**src/rtl/sram_cyc_pkg.sv**
```systemverilog
package sram_cyc_pkg;

  typedef enum logic [2:0] {
    CK_DESEL = 3'd0,
    CK_READ  = 3'd1,
    CK_WRITE = 3'd2,
    CK_BRD   = 3'd3,
    CK_BWR   = 3'd4,
    CK_STALL = 3'd5,
    CK_NOP   = 3'd6,
    CK_PDN   = 3'd7
  } cyc_kind_e;

  typedef enum logic [1:0] {
    LO_NONE = 2'd0,
    LO_RD   = 2'd1,
    LO_WR   = 2'd2
  } last_op_e;

  // low address bits of a burst beat: linear adds, interleaved XORs
  function automatic logic [1:0] burst_lo(input logic [1:0] start,
                                          input logic [1:0] step,
                                          input logic       ilv);
    burst_lo = ilv ? (start ^ step) : (start + step);
  endfunction

endpackage

```
**src/rtl/sram_cyc_sleep.sv**
```systemverilog
module sram_cyc_sleep #(
  parameter int WAKE_CYC = 2
) (
  input  logic clk,
  input  logic rst_n,
  input  logic sleep_i,
  output logic pwr_down_o,
  output logic wake_blk_o
);
  localparam int WCW = $clog2(WAKE_CYC + 1);

  logic           sync1_q;
  logic           sync2_q;
  logic [WCW-1:0] wake_cnt_q;

  always_ff @(posedge clk or negedge rst_n) begin
    if (!rst_n) begin
      sync1_q    <= 1'b0;
      sync2_q    <= 1'b0;
      wake_cnt_q <= '0;
    end else begin
      sync1_q <= sleep_i;
      sync2_q <= sync1_q;
      if (sync2_q)
        wake_cnt_q <= WCW'(WAKE_CYC);
      else if (wake_cnt_q != '0)
        wake_cnt_q <= wake_cnt_q - 1'b1;
    end
  end

  assign pwr_down_o = sync2_q;
  assign wake_blk_o = !sync2_q && (wake_cnt_q != '0);

endmodule

```
**src/rtl/sram_cyc_decode.sv**
```systemverilog
module sram_cyc_decode
  import sram_cyc_pkg::*;
#(
  parameter int AW = 4,
  parameter int NB = 2
) (
  input  logic          clk,
  input  logic          rst_n,
  input  logic          pwr_down,
  input  logic          wake_blk,
  input  logic          clk_en_n,
  input  logic          ce_n,
  input  logic          we_n,
  input  logic [NB-1:0] bw_n,
  input  logic          adv,
  input  logic          ilv,
  input  logic [AW-1:0] addr,
  output cyc_kind_e     kind,
  output logic          issue_rd,
  output logic          issue_wr,
  output logic [AW-1:0] issue_addr,
  output logic [NB-1:0] issue_be
);
  last_op_e      last_q;
  logic [AW-1:0] base_q;
  logic [1:0]    step_q;
  logic [AW-1:0] burst_addr;
  logic          is_load;

  always_comb begin
    burst_addr      = base_q;
    burst_addr[1:0] = burst_lo(base_q[1:0], step_q, ilv);
  end

  always_comb begin
    if (pwr_down)
      kind = CK_PDN;
    else if (clk_en_n)
      kind = CK_STALL;
    else if (adv) begin
      case (last_q)
        LO_RD:   kind = CK_BRD;
        LO_WR:   kind = CK_BWR;
        default: kind = CK_DESEL;
      endcase
    end else if (ce_n)
      kind = CK_DESEL;
    else if (we_n)
      kind = CK_READ;
    else if (wake_blk || (&bw_n))
      kind = CK_NOP;
    else
      kind = CK_WRITE;
  end

  assign is_load    = (kind == CK_READ) || (kind == CK_WRITE);
  assign issue_rd   = (kind == CK_READ) || (kind == CK_BRD);
  assign issue_wr   = (kind == CK_WRITE) || (kind == CK_BWR);
  assign issue_addr = is_load ? addr : burst_addr;
  assign issue_be   = ~bw_n;

  always_ff @(posedge clk or negedge rst_n) begin
    if (!rst_n) begin
      last_q <= LO_NONE;
      base_q <= '0;
      step_q <= 2'd0;
    end else begin
      case (kind)
        CK_READ: begin
          base_q <= addr;
          step_q <= 2'd1;
          last_q <= LO_RD;
        end
        CK_WRITE: begin
          base_q <= addr;
          step_q <= 2'd1;
          last_q <= LO_WR;
        end
        CK_BRD, CK_BWR: step_q <= step_q + 2'd1;
        CK_DESEL, CK_PDN: last_q <= LO_NONE;
        default: ;
      endcase
    end
  end

endmodule

```
**src/rtl/sram_cyc_pipe.sv**
```systemverilog
module sram_cyc_pipe #(
  parameter int AW = 4,
  parameter int DW = 16,
  parameter int NB = 2
) (
  input  logic          clk,
  input  logic          rst_n,
  input  logic          pwr_down,
  input  logic          clk_act,
  input  logic          in_rd,
  input  logic          in_wr,
  input  logic [AW-1:0] in_addr,
  input  logic [NB-1:0] in_be,
  input  logic [DW-1:0] wdata,
  output logic [DW-1:0] rdata_q,
  output logic          oe_q,
  output logic [NB-1:0] wr_be
);
  localparam int BW    = DW / NB;
  localparam int DEPTH = 1 << AW;

  logic          s1_rd, s1_wr, s2_rd, s2_wr;
  logic [AW-1:0] s1_addr, s2_addr;
  logic [NB-1:0] s1_be, s2_be;
  logic [DW-1:0] mem [DEPTH];

  assign wr_be = (s2_wr && clk_act) ? s2_be : '0;

  always_ff @(posedge clk) begin
    for (int b = 0; b < NB; b++)
      if (wr_be[b]) mem[s2_addr][b*BW +: BW] <= wdata[b*BW +: BW];
  end

  always_ff @(posedge clk or negedge rst_n) begin
    if (!rst_n) begin
      s1_rd <= 1'b0; s1_wr <= 1'b0; s1_addr <= '0; s1_be <= '0;
      s2_rd <= 1'b0; s2_wr <= 1'b0; s2_addr <= '0; s2_be <= '0;
      rdata_q <= '0;
      oe_q    <= 1'b0;
    end else if (pwr_down) begin
      s1_rd <= 1'b0; s1_wr <= 1'b0;
      s2_rd <= 1'b0; s2_wr <= 1'b0;
      oe_q  <= 1'b0;
    end else if (clk_act) begin
      s1_rd   <= in_rd;
      s1_wr   <= in_wr;
      s1_addr <= in_addr;
      s1_be   <= in_be;
      s2_rd   <= s1_rd;
      s2_wr   <= s1_wr;
      s2_addr <= s1_addr;
      s2_be   <= s1_be;
      if (s2_rd) begin
        rdata_q <= mem[s2_addr];
        oe_q    <= 1'b1;
      end else begin
        oe_q    <= 1'b0;
      end
    end
  end

endmodule

```
**src/rtl/sram_cycle_ctrl.sv**
```systemverilog
module sram_cycle_ctrl
  import sram_cyc_pkg::*;
#(
  parameter int AW       = 4,
  parameter int DW       = 16,
  parameter int NB       = 2,
  parameter int WAKE_CYC = 2
) (
  input  logic          clk,
  input  logic          rst_n,
  input  logic          clk_en_n,
  input  logic          ce_n,
  input  logic          we_n,
  input  logic [NB-1:0] bw_n,
  input  logic          adv,
  input  logic          burst_ilv,
  input  logic          sleep,
  input  logic [AW-1:0] addr,
  input  logic [DW-1:0] wdata,
  output logic [DW-1:0] rdata,
  output logic          rdata_oe,
  output logic [NB-1:0] wr_be,
  output logic          clk_act,
  output logic          pwr_down,
  output logic [2:0]    cyc_kind
);
  logic          wake_blk;
  cyc_kind_e     kind;
  logic          issue_rd, issue_wr;
  logic [AW-1:0] issue_addr;
  logic [NB-1:0] issue_be;
  logic          oe_q;

  sram_cyc_sleep #(.WAKE_CYC(WAKE_CYC)) u_sleep (
    .clk       (clk),
    .rst_n     (rst_n),
    .sleep_i   (sleep),
    .pwr_down_o(pwr_down),
    .wake_blk_o(wake_blk)
  );

  sram_cyc_decode #(.AW(AW), .NB(NB)) u_decode (
    .clk       (clk),
    .rst_n     (rst_n),
    .pwr_down  (pwr_down),
    .wake_blk  (wake_blk),
    .clk_en_n  (clk_en_n),
    .ce_n      (ce_n),
    .we_n      (we_n),
    .bw_n      (bw_n),
    .adv       (adv),
    .ilv       (burst_ilv),
    .addr      (addr),
    .kind      (kind),
    .issue_rd  (issue_rd),
    .issue_wr  (issue_wr),
    .issue_addr(issue_addr),
    .issue_be  (issue_be)
  );

  assign clk_act = !clk_en_n && !pwr_down;

  sram_cyc_pipe #(.AW(AW), .DW(DW), .NB(NB)) u_pipe (
    .clk     (clk),
    .rst_n   (rst_n),
    .pwr_down(pwr_down),
    .clk_act (clk_act),
    .in_rd   (issue_rd),
    .in_wr   (issue_wr),
    .in_addr (issue_addr),
    .in_be   (issue_be),
    .wdata   (wdata),
    .rdata_q (rdata),
    .oe_q    (oe_q),
    .wr_be   (wr_be)
  );

  assign rdata_oe = oe_q && !pwr_down;
  assign cyc_kind = kind;

endmodule

```
**config.mk**
```make
export PLATFORM = sky130hd
export DESIGN_NAME = sram_cycle_ctrl
export DESIGN_NICKNAME = d
export VERILOG_FILES = /design/src/rtl/sram_cyc_pkg.sv /design/src/rtl/sram_cyc_sleep.sv /design/src/rtl/sram_cyc_decode.sv /design/src/rtl/sram_cyc_pipe.sv /design/src/rtl/sram_cycle_ctrl.sv
export SDC_FILE = /design/constraint.sdc
export NUM_CORES = 1
export LEC_CHECK = 0
export ABC_AREA = 1
export BUFFER_PORTS_ARGS = -buffer_cell sky130_fd_sc_hd__buf_2
export CORE_MARGIN = 3
export CORE_UTILIZATION = 45
export CTS_CLUSTER_SIZE = 8
export DETAILED_ROUTE_END_ITERATION = 10
export GPL_TIMING_DRIVEN = 0
export PLACE_DENSITY = 0.69
export SETUP_SLACK_MARGIN = 0.4
export SYNTH_ARGS = -nofsm -noshare
export SYNTH_HDL_FRONTEND = slang
export SYNTH_SLANG_ARGS = --single-unit
```
**constraint.sdc**
```tcl
create_clock -name clk -period 2.2 [get_ports clk]
set_clock_uncertainty 0.1 [all_clocks]
set_input_delay 0.33 -clock clk [delete_from_list [all_inputs] [get_ports clk]]
set_output_delay 0.33 -clock clk [all_outputs]
set_load 0.02 [all_outputs]
```
* After elaboration in Yosys (flattened, before gate mapping)
Memories as Yosys holds them, arrays and structs flattened. A register that Yosys moved wholly into a read port is not among the register bits.
Cells that the tools add are included.
** Cells by class
- Reduce and logical (&&, ||, !) cells :: 23
- Bitwise operators :: 3
- Equality and inequality tests :: 7
- Multiplexer cells :: 29
- Add/sub/neg operators :: 3
** Operators with widths (number)
- 3-bit 2-to-1 mux :: 6
- 1-bit 2-to-1 mux :: 15
- 2-bit 2-to-1 mux :: 4
- 2-bit nonzero test :: 4
- 3-bit by 2-bit == test with 1-bit output, second input constant :: 2
- 3-bit == test, second input constant :: 2
- 2-bit case mux with 3 select lines :: 1
- 3-bit case mux with 2 select lines :: 1
- 2-bit OR reduction :: 3
- 1-bit logical AND :: 4
- 1-bit logical OR :: 4
- 4-bit 2-to-1 mux :: 1
- 2-bit case mux with 2 select lines :: 1
- 2-bit AND reduction :: 2
- 3-bit by 1-bit == test with 1-bit output, second input constant :: 1
- 1-bit logical NOT :: 3
- 3-bit logical NOT :: 1
- 3-bit AND reduction :: 1
- 3-bit nonzero test :: 1
- 2-bit by 1-bit adder with 2-bit output, second input constant :: 1
- 2-bit adder :: 1
- 2-bit by 1-bit == test with 1-bit output, second input constant :: 1
- 2-bit == test, second input constant :: 1
- 2-bit inverter :: 1
- 3 further kinds :: 3
** Word-level totals
- Memory bits (writable) :: 256
- Memories kept :: 1
- Register bits after elaboration :: 29
- Output and inout port bits :: 24
- Logic and storage cells :: 81
** Memory list
- u_pipe.mem :: words 16, bits a word 16, read ports 1, clocked after Yosys merged registers in 1, write ports 1, line sram_cyc_pipe.sv:25 : logic [DW-1:0] mem [DEPTH];

* Logic depth before layout (Yosys ltp)
- Word-level depth :: 13
- Depth in mapped cells :: 12
- Gate-level depth less buffers :: 12

* Modules after synthesis
Synthesis repeated with hierarchy kept, for this count alone.
** Unflattened totals
- Cell total of the unflattened synthesis :: 1221
- Area total of the unflattened synthesis :: 12831.1 sq um
** By module, submodules not included
- sram_cyc_pipe :: seq. area each 8513.2 sq um, area an instance 12024.0 sq um, times used 1, cells each 1114
- sram_cyc_decode :: seq. area each 200.2 sq um, area an instance 633.1 sq um, times used 1, cells each 87
- sram_cyc_sleep :: seq. area each 100.1 sq um, area an instance 162.7 sq um, times used 1, cells each 17
- sram_cycle_ctrl :: seq. area each 0.0 sq um, area an instance 11.3 sq um, times used 1, cells each 3

* Worst setup path after synthesis
No wires, ideal clock.
- Path kind :: register -> register
- Start :: reg u_sleep.sync2_q, in the netlist u_sleep.pwr_down_o
- End :: mem u_pipe.mem[13][0], enable pin
- Data required time :: 1.717 ns
- Stages on the path, launching flop included :: 8
- Arrival :: 2.006 ns
- Setup slack :: -0.289 ns
- Cell sequence :: dfrtp_1 > nor2_2 > buf_4 > inv_2 > nor3_4 > inv_2 > buf_2 > nor3_1
** On the way
- Longest elaborated chain between the ends :: 6
** Ends and longest elaborated chain
- start: declaration :: line sram_cyc_sleep.sv:13 : logic sync2_q;
- start signal: assignment :: line sram_cyc_sleep.sv:23 : sync2_q <= sync1_q;
- 1-bit logical NOT :: line sram_cycle_ctrl.sv:61 : assign clk_act = !clk_en_n && !pwr_down;
- 1-bit logical AND :: line sram_cycle_ctrl.sv:61
- 1-bit logical AND :: line sram_cyc_pipe.sv:27 : assign wr_be = (s2_wr && clk_act) ? s2_be : '0;
- 2-bit 2-to-1 mux :: line sram_cyc_pipe.sv:27
- net wr_be[0] :: line sram_cycle_ctrl.sv:22 : output logic [NB-1:0] wr_be,
- 1-bit 2-to-1 mux :: line sram_cyc_pipe.sv:31 : if (wr_be[b]) mem[s2_addr][b*BW +: BW] <= wdata[b*BW +: BW];
- 1-bit 2-to-1 mux (implied by the code) :: line sram_cyc_pipe.sv:31
- end: declaration :: line sram_cyc_pipe.sv:25
The timed path passes the listed nets, and every way through them passes these cells.

* Worst setup path after layout
- Start :: reg u_sleep.sync2_q, in the netlist u_sleep.pwr_down_o
- End :: out cyc_kind[0]
** On the way
- Longest elaborated chain between the ends :: 1
** Ends and longest elaborated chain
- 3-bit 2-to-1 mux :: line sram_cyc_decode.sv:36 : if (pwr_down)
- end: declaration :: line sram_cycle_ctrl.sv:25 : output logic [2:0] cyc_kind
Every way passes these cells.

==> results.txt <==
Vias in the first global route -> 8,228
Fin crit share -> 0.942
Fin. Hold Viols -> 0
Initial DRC count -> 1,124
Largest net degree at the start of global routing -> 46
Die Ht -> 167 um
Dpl ws -> -566 ps
Crit Path Class -> reg -> out
Syn. warnings -> 0
# clock sinks -> 301
Cts bufs inserted -> 43
Global-route wire length before repair -> 49.2 mm
Leakage Power -> 6.10 nW
Max-cap viol count -> 0
Row cnt -> 58
Worst slew margin -> 0.223
Data arrival, critical path -> 1640 ps
Worst hold path class -> in -> reg
Maximum clock frequency -> 0.482 GHz
Initial core utilization -> 0.460
Final worst setup slack -> 127 ps
Post-synth cell types -> 30
Reg clk slew, reported paths -> 50 ps
Diode count -> 0
Unrepaired setup endpoints after global routing -> yes
# H-tree levels -> 2
Worst Path Required -> 1770 ps
Post-synthesis cell count -> 851
Global route overflow -> 0
Worst Tran Pin Value -> 1170 ps
CTS tree -> built
Die area -> 27,900 um^2
CTS max path bufs -> 3
Avg Cell Area, Syn -> 13.7 um^2
Crit-path max FO -> 3
Setup crit start kind -> flop
Post-DP HPWL -> 18.9 mm
Routability cong. -> 0.818
All-layer global routing usage -> 0.232
Vias per cell -> 5.96
CTS Root Cell -> clkbuf_16
Pre-antenna DRT Iters -> 5
DRC viols -> 0
Synth Cell Area -> 11,700 um^2
Core footprint -> 25,300 um^2
Status -> completed
Max VDD drop -> 646 uV
Worst skew pair latency -> 530 ps
Crit path time final -> 2070 ps
Nets -> 1,082
Area grow syn2layout -> 39.0%
Antenna Violating Nets Remaining -> 0
Die X -> 167 um
Placed cells -> 1,234
Register area share after synthesis -> 0.756
Share of cells above drive strength 1 -> 0.386
I/O pin cnt -> 54
DP Area -> 12,700 um^2
I/O Buffers -> 53
Final instance area -> 16,200 um^2
Antenna violations before repair -> 0
Syn_nets -> 883
CP endpoint kind -> output pin
Final design utilization -> 0.640
Post-Layout Cell Count -> 1,414
Via count -> 8,434
Power per Cell Area -> 1110 nW/um^2
Wirelength per Cell -> 25.3 um
Yosys reg bits -> 301
Hold slack -> 32.8 ps
Final Setup Violations -> 0
Final wirelength -> 35.8 mm
Final slew viol count -> 0
==> worst paths after layout <==
path / endpoint / startpoint / slack [ps] / depth (start not counted)
min: u_pipe.s1_addr[2] / addr[2] / 30 / 5
max in group asynchronous: u_pipe.s2_addr[2] / rst_n / 710 / 2
min reg2reg: u_sleep.pwr_down_o / u_sleep.sync1_q / 260 / 0
max: cyc_kind[0] / u_sleep.pwr_down_o / 130 / 6
min in group asynchronous: u_sleep.pwr_down_o / rst_n / 480 / 2
max reg2reg: u_pipe.mem[4][4] / u_pipe.s2_addr[3] / 160 / 6
==> metal layers <==
metal / GRT usage / vias to the layer above / share of wire
met5: 0 / - / 0
met4: 0.0915 / 0 / 0.048
met3: 0.0423 / 123 / 0.094
met2: 0.378 / 563 / 0.49
met1: 0.313 / 4185 / 0.37
li1: - / 3563 / -
==> cell type report <==
class	instances	area [um^2]
timing repair buffer	154	1620
sequential	301	8820
inverter	36	186
clock inverter	1	5.00
fill	1661	9130
buffer	39	457
clock buffer	78	1250
multi-input combinational	475	3450
tap	330	413
==> per-stage QoR <==
stage	power, W	TNS [ps]
4_1_cts	0.0168	0
6_report	0.0180	0
5_1_grt	0.0186	0
3_5_place_dp	0.0103	-84770
3_3_place_gp	0.0102	-78660
2_1_floorplan	0.00903	0
==> state kept, by name, indices dropped and copies added, names as in the netlist, 2 cells and up <==
signal / count
u_decode.last_q: 2
u_decode.base_q: 4
u_pipe.s2_be: 2
u_pipe.mem: 256
u_pipe.s1_addr: 4
u_pipe.s1_be: 2
u_decode.step_q: 2
u_sleep.wake_cnt_q: 2
u_pipe.s2_addr: 4
u_pipe.rdata_q: 16
==> repair_timing <==
item / in CTS / in global routing
pin swaps: 46 / 98
cloned: 1 / 4
gates resized for setup: 115 / 148
hold buffers: 6 / 0
setup endpoints to repair: 278 / 288
hold endpoints to repair: 50 / 0
buffers inserted: 67 / 23
==> worst max-delay path, cell delays in order (launching register included) <==
cell and delay, ps:
dfrtp_2 430, nor2_4 100, buf_6 130, buf_4 120, buf_4 120, nand3_4 80, buf_6 140
==> cells in the final DEF, fill, tap and decap left out, drive strengths merged <==
cell	count
nand3	32
nand2	188
ha	2
clkinv	2
xor2	1
clkbuf	84
o211ai	1
nor2	63
buf	181
o21ai	14
inv	32
clkinvlp	3
o22ai	4
xnor2	2
dfrtp	45
dlygate4sd3	6
a22oi	128
a21oi	2
nor3	34
and2	2
nand3b	2
edfxtp	256
==> where the power goes <==
part	leakage, nW	switching (W)	total (W)	internal, W
clock network	0.597	0.00239	0.00618	0.00379
logic	2.67	0.00322	0.00512	0.00190
registers	2.84	0.000200	0.00667	0.00647
==> kinds of logic (layout without fill, tap and decap cells) <==
family                   Yosys count  count (layout)  share of synthesized area
buffers and inverters             75             308                     0.0291
flip-flops                       301             301                      0.756
adder cells (fa/ha/maj)            2               2                    0.00215
AND/OR/NAND/NOR                  321             321                      0.118
AO/OA/AOI/OAI                    149             149                     0.0924
XOR/XNOR                           3               3                    0.00225
==> Yosys cell counts, drive strengths merged <==
cell,number,area [um^2]
a22oi,128,961
dfrtp,45,1130
clkbuf,1,3.75
o211ai,1,7.51
xor2,1,8.76
nor3,34,193
edfxtp,256,7690
buf,38,200
and2,2,12.5
o22ai,4,25.0
ha,2,25.0
xnor2,2,17.5
nand2,188,726
nor2,63,252
nand3b,2,15.0
o21ai,14,70.1
nand3,32,178
inv,35,131
clkinv,1,3.75
a21oi,2,13.8
No activity file was read; power rests on OpenSTA's default activity.
